<file path="config.mk">
export PLATFORM = sky130hd
export DESIGN_NAME = slot_calendar
export DESIGN_NICKNAME = d
export VERILOG_FILES = /design/src/rtl/slot_calendar_pkg.sv /design/src/rtl/slot_calendar_ctrl.sv /design/src/rtl/slot_calendar_store.sv /design/src/rtl/slot_calendar.sv
export SDC_FILE = /design/constraint.sdc
export NUM_CORES = 1
export LEC_CHECK = 0
export BUFFER_PORTS_ARGS = -buffer_cell sky130_fd_sc_hd__buf_2
export CAP_MARGIN = 20
export CORE_AREA = 2 2 235 237
export CTS_CLUSTER_DIAMETER = 30
export DETAILED_ROUTE_END_ITERATION = 8
export DIE_AREA = 0 0 237 239
export PLACE_DENSITY = 0.64
export SLEW_MARGIN = 30
export SYNTH_ARGS = -nofsm -noshare
export SYNTH_HDL_FRONTEND = slang
export SYNTH_SLANG_ARGS = --single-unit
</file>
<file path="constraint.sdc">
create_clock -name clk -period 2.5 [get_ports clk]
set_input_delay 0.25 -clock clk [delete_from_list [all_inputs] [get_ports clk]]
set_output_delay 0.25 -clock clk [all_outputs]
set_load 0.02 [all_outputs]
</file>
<file path="src/rtl/slot_calendar_pkg.sv">
package slot_calendar_pkg;
  localparam int CAL_DEPTH = 64;
  localparam int DEV_W     = 4;
  localparam int IDX_W     = $clog2(CAL_DEPTH);
  localparam int IDLE_CODE = 13;

  typedef logic [IDX_W-1:0] slotIdx_t;
  typedef logic [DEV_W-1:0] devId_t;

  // strobes from control to storage
  typedef struct packed {
    logic     wrStb;
    logic     wrBank;
    slotIdx_t wrIdx;
    devId_t   wrVal;
    logic     rdBank;
    slotIdx_t rdPtr;
  } calStrobe_t;
endpackage

</file>
<file path="src/rtl/slot_calendar_ctrl.sv">
module slot_calendar_ctrl
  import slot_calendar_pkg::*;
(
  input  logic       clk,
  input  logic       rstN,
  input  logic       pgmEna,
  input  logic       wrEn,
  input  slotIdx_t   wrIdx,
  input  devId_t     wrVal,
  output calStrobe_t stb,
  output slotIdx_t   curLen
);
  logic     pgmPrev;
  logic     sessAny;
  logic     pending;
  logic     actBank;
  slotIdx_t sessHigh;
  slotIdx_t lenQ;
  slotIdx_t runLast;
  slotIdx_t rdPtr;

  logic wrAcc;
  logic commit;
  logic atWrap;
  logic swapNow;

  always_comb begin
    wrAcc   = pgmEna & wrEn;
    commit  = pgmPrev & ~pgmEna;
    atWrap  = (rdPtr == runLast);
    swapNow = atWrap & pending & ~pgmEna & ~pgmPrev;
  end

  // session tracking and commit
  always_ff @(posedge clk or negedge rstN) begin
    if (!rstN) begin
      pgmPrev  <= 1'b0;
      sessAny  <= 1'b0;
      sessHigh <= '0;
      pending  <= 1'b0;
      lenQ     <= '0;
    end else begin
      pgmPrev <= pgmEna;
      if (wrAcc) begin
        sessAny  <= 1'b1;
        sessHigh <= (!sessAny || wrIdx > sessHigh) ? wrIdx : sessHigh;
      end else if (commit) begin
        sessAny  <= 1'b0;
        sessHigh <= '0;
        if (sessAny) begin
          pending <= 1'b1;
          lenQ    <= sessHigh;
        end
      end
      if (swapNow) pending <= 1'b0;
    end
  end

  // sequencer and bank select
  always_ff @(posedge clk or negedge rstN) begin
    if (!rstN) begin
      rdPtr   <= '0;
      runLast <= '0;
      actBank <= 1'b0;
    end else begin
      rdPtr <= atWrap ? '0 : slotIdx_t'(rdPtr + 1'b1);
      if (swapNow) begin
        actBank <= ~actBank;
        runLast <= lenQ;
      end
    end
  end

  always_comb begin
    stb.wrStb  = wrAcc;
    stb.wrBank = ~actBank;
    stb.wrIdx  = wrIdx;
    stb.wrVal  = wrVal;
    stb.rdBank = actBank;
    stb.rdPtr  = rdPtr;
  end

  assign curLen = lenQ;
endmodule

</file>
<file path="src/rtl/slot_calendar_store.sv">
module slot_calendar_store
  import slot_calendar_pkg::*;
#(
  parameter int DEPTH = CAL_DEPTH,
  parameter int IDLE  = IDLE_CODE
) (
  input  logic       clk,
  input  logic       rstN,
  input  calStrobe_t stb,
  output devId_t     slotOwner,
  output logic       slotValid
);
  localparam devId_t IDLE_V = devId_t'(IDLE);
  localparam int NBANK = 2;

  devId_t bankMem [NBANK][DEPTH];
  devId_t wrData;

  assign wrData = (stb.wrVal > IDLE_V) ? IDLE_V : stb.wrVal;

  for (genvar b = 0; b < NBANK; b++) begin : g_bank
    always_ff @(posedge clk or negedge rstN) begin
      if (!rstN) begin
        for (int i = 0; i < DEPTH; i++) bankMem[b][i] <= IDLE_V;
      end else if (stb.wrStb && (stb.wrBank == 1'(b))) begin
        bankMem[b][stb.wrIdx] <= wrData;
      end
    end
  end

  always_comb begin
    slotOwner = bankMem[stb.rdBank][stb.rdPtr];
    slotValid = (slotOwner != IDLE_V);
  end
endmodule

</file>
<file path="src/rtl/slot_calendar.sv">
module slot_calendar
  import slot_calendar_pkg::*;
(
  input  logic             clk,
  input  logic             rstN,
  input  logic             pgmEna,
  input  logic             wrEn,
  input  logic [IDX_W-1:0] wrIdx,
  input  logic [DEV_W-1:0] wrVal,
  output logic [IDX_W-1:0] curLen,
  output logic [DEV_W-1:0] slotOwner,
  output logic             slotValid
);
  calStrobe_t stb;

  slot_calendar_ctrl uCtrl (
    .clk(clk), .rstN(rstN), .pgmEna(pgmEna), .wrEn(wrEn),
    .wrIdx(wrIdx), .wrVal(wrVal), .stb(stb), .curLen(curLen)
  );

  slot_calendar_store #(.DEPTH(CAL_DEPTH), .IDLE(IDLE_CODE)) uStore (
    .clk(clk), .rstN(rstN), .stb(stb),
    .slotOwner(slotOwner), .slotValid(slotValid)
  );
endmodule

</file>
==> flow_metrics.env <==
export IMPL_status="finished, violations left"
export IMPL_violations="negative setup slack"
export IMPL_critical_path_max_fanout=4
export IMPL_worst_path_buf_inv=3
export IMPL_die_area_um2=56640
export IMPL_initial_utilization=0.4623
export IMPL_crit_type="register to output pin"
export IMPL_dr_wl_met2_um=32960
export IMPL_maxCapViolCount=0
export IMPL_track_usage=0.2466
export IMPL_dr_wl_met3_um=4043
export IMPL_holdPathStages=3
export IMPL_tightest_slew_ps=702.6
export IMPL_slowest_stage="mux4_2"
export IMPL_hpwl_um=44340
export IMPL_syn_area_per_cell_um2=13.33
export IMPL_final_nets=2112
export IMPL_antenna_found_initial=0
export IMPL_max_freq_ghz=0.2856
export IMPL_reg2reg_from="uCtrl.actBank"
export IMPL_num_rows=86
export IMPL_final_cells=2895
export IMPL_pwr_share_clk=0.461
export IMPL_slew_headroom=0.5316
export IMPL_rsz0062_at_grt="yes"
export IMPL_yosysSeqAreaShare=0.5570
export IMPL_crit_arrival_ps=3250
export IMPL_power_frac_seq=0.312
export IMPL_crit_path_max_incr_delay_ps=520
export IMPL_r2r_end="uStore.bankMem[145]"
export IMPL_async_reset_ff_frac=1.000
export IMPL_crit_chain="buf_6 > buf_6 > mux4_2 > mux4_2 > a22oi_2 > o22ai_2 > nand4b_1 > buf_6"
export IMPL_p_total_w=0.03479
export IMPL_io_pin_count=25
export IMPL_critPathLaunchType="register"
export IMPL_leakagePower_nw=13.32
export IMPL_insertion_delay_ps=650
export IMPL_overflow=0
export IMPL_wl_met1_um=28940
export IMPL_die_x_um=237
export IMPL_setup_viol=5
export IMPL_fin_util=0.5875
export IMPL_area_delta_synth_final_pct=27.07
export IMPL_cts_made_buffers=113
export IMPL_p_sw_w=0.009702
export IMPL_required_ps=2250
export IMPL_timing_hold_ws_ps=176.5
export IMPL_place_gp_congestion=0.8938
export IMPL_final_hold_violation_count=0
export IMPL_routed_top_layer="met4"
export IMPL_core_um2=54340
export IMPL_num_antenna_cells=0
export IMPL_io_buffers=24
export IMPL_routed_wl_um=68280
export IMPL_cp_depth=8
export IMPL_die_h_um=239
export IMPL_finalWorstSetupSlack_ps=-1002
export IMPL_r2r_cells=8
export IMPL_final_period_utilization=1.401
export IMPL_ys_seq_elements=540
export IMPL_cts_sinks=540
export IMPL_drtAntennaViolNets=0
export IMPL_synthFlopType="dfstp_2"
export IMPL_wire_per_inst_um=23.59
export IMPL_drtIter0Drc=1220
export IMPL_p_comb_frac=0.226
export IMPL_grt_max_degree=129
export IMPL_switching_share=0.2789
export IMPL_hold_start="wrVal[2]"
export IMPL_synth_net_count=1906
export IMPL_clk_path_buf_depth=3
export IMPL_syn_area_um2=25120
export IMPL_drv_slew=0
export IMPL_rrSetupSlack_ps=40
export IMPL_p_per_area_nw_per_um2=1090
export IMPL_drc_errors=0
export IMPL_layout_drive_gt1_share=0.6057
export IMPL_post_place_ws_ps=-461.7
export IMPL_grt_first_pass_wirelength_um=107000
export IMPL_crit_start="uCtrl.actBank"
export IMPL_vias=16670
export IMPL_vdd_drop_max_v=0.0006742
export IMPL_worstHoldEndpoint="uStore.bankMem[448]"
export IMPL_synth_distinct_cells=42
export IMPL_cts_root_buf="clkbuf_16"
export IMPL_period_minus_slack_ps=3502
export IMPL_htree_levels=3
export IMPL_yosysWarnings=0
export IMPL_cpMostUsedCell="buf_6"
export IMPL_grt_pass1_vias=17890
export IMPL_internal_power_w=0.02509
export IMPL_synth_edff_count=0
export IMPL_crit_family="multiplexers"
export IMPL_cp_end_kind="output pin"
export IMPL_firstDrtPassIters=6
export IMPL_synth_cells=1885
export IMPL_numPlacedInstances=2658
export IMPL_vias_per_cell=5.757
export IMPL_skew_ps=29.82
export IMPL_cts_tree="built"
export IMPL_hold_path_class="primary input to register"
export IMPL_cts_clk_slew_worst_paths_ps=50
==> through the flow <==
step	TNS, ps	area (um2)
after CTS	-4724	31730
final	-4533	31920
after global routing	-4769	31920
after floorplan	0	25180
after detailed placement	-7710	27200
after global placement	-6338	27200
==> sequential cells by signal (all words and copies together), names as in the netlist <==
signal / cells
uCtrl.runLast: 6
uCtrl.rdPtr: 6
uCtrl.pgmPrev: 1
uCtrl.actBank: 1
uCtrl.sessAny: 1
uStore.bankMem: 512
uCtrl.sessHigh: 6
uCtrl.curLen: 6
uCtrl.pending: 1
==> cell usage in the layout (no fill, tap or decap), types with 20 or more instances in the layout <==
| cell | instances |
|---|---|
| clkbuf_8 | 20 |
| o21ai_0 | 80 |
| nor2_2 | 27 |
| dfrtp_1 | 153 |
| dfstp_2 | 384 |
| buf_12 | 29 |
| a21oi_1 | 105 |
| mux2i_1 | 40 |
| a22oi_1 | 29 |
| mux2_2 | 354 |
| buf_4 | 143 |
| nand2_1 | 141 |
| clkbuf_1 | 21 |
| bufinv_16 | 21 |
| mux4_2 | 124 |
| nor2_1 | 184 |
| clkbuf_16 | 116 |
==> synthesized netlist by cell type (5+ instances only) <==
library cell,n,area share
a22oi_1,36,0.011
nor2_1,215,0.032
mux4_2,124,0.11
dfrtp_1,156,0.16
o21ai_0,84,0.017
nor2b_1,10,0.0025
nor3_1,9,0.0018
ha_1,7,0.0035
mux2i_1,42,0.017
nand2_1,143,0.021
nand4_1,10,0.0025
dfstp_2,384,0.40
mux2_1,5,0.0022
xnor2_1,8,0.0028
mux2_2,354,0.16
or2_2,6,0.0015
a21oi_1,105,0.021
buf_2,25,0.0050
clkbuf_1,78,0.012
nand3_1,19,0.0038
o22ai_1,5,0.0012
inv_1,13,0.0019
buf_1,5,0.00075
==> power groups by stage <==
| stage | Combinational [W] | Clock (W) | Sequential, W |
|---|---|---|---|
| after floorplan | 0.00471 | 0 | 0.0106 |
| after global placement | 0.00698 | 0 | 0.0109 |
| after detailed placement | 0.00712 | 0 | 0.0109 |
| after CTS | 0.00760 | 0.0163 | 0.0109 |
| after global routing | 0.00836 | 0.0168 | 0.0110 |
| final | 0.00788 | 0.0160 | 0.0109 |
==> worst max path at each step <==
| stage | endpoint | slack [ps] |
|---|---|---|
| global placement | slotValid | -500 |
| CTS | slotValid | -1060 |
| floorplan | slotValid | 6 |
| detailed placement | slotValid | -460 |
| global route | slotValid | -1050 |
| finish | slotValid | -1000 |
==> tightest hold or removal path: cells and delay by family <==
family                 cells  cell delay, ps
buffers and inverters      1             120
AOI/OAI and AO/OA          2             420
==> cells by family (layout without fill, tap and decap cells) <==
group	Yosys count	after routing	share of synthesized area
flops	540	540	0.5570
mux	525	525	0.2888
simple gates	423	423	0.06853
compound gates	249	249	0.05588
buf+inv	130	436	0.02246
xor+xnor	11	11	0.003835
fa+ha+maj	7	7	0.003486
==> cell type report <==
cell class                      instances  area [um2]
Clock buffer                          154        3182
Clock inverter                         61       970.9
Fill cell                            4097       22420
Inverter                               14       52.55
Multi-Input combinational cell       1215       10860
Sequential cell                       540       14000
Tap cell                              704       880.8
Timing Repair Buffer                  207        1978
==> repair_timing <==
item                                    in CTS  in global routing
endpoints found under the setup margin     146                114
resized for setup                           56                 31
endpoints found under the hold margin       70                  0
gates cloned                                 2                  3
setup buffers                                4                  9
pin swaps                                    5                 10
hold buffers                                 7                  0
==> metal layers <==
layer  up-vias  GRT usage
met5         -          0
met4         0     0.1003
met3       139    0.04480
met2       549     0.3992
met1      8674     0.3303
li1       7304          -
Power figures use the tool's default switching activity.
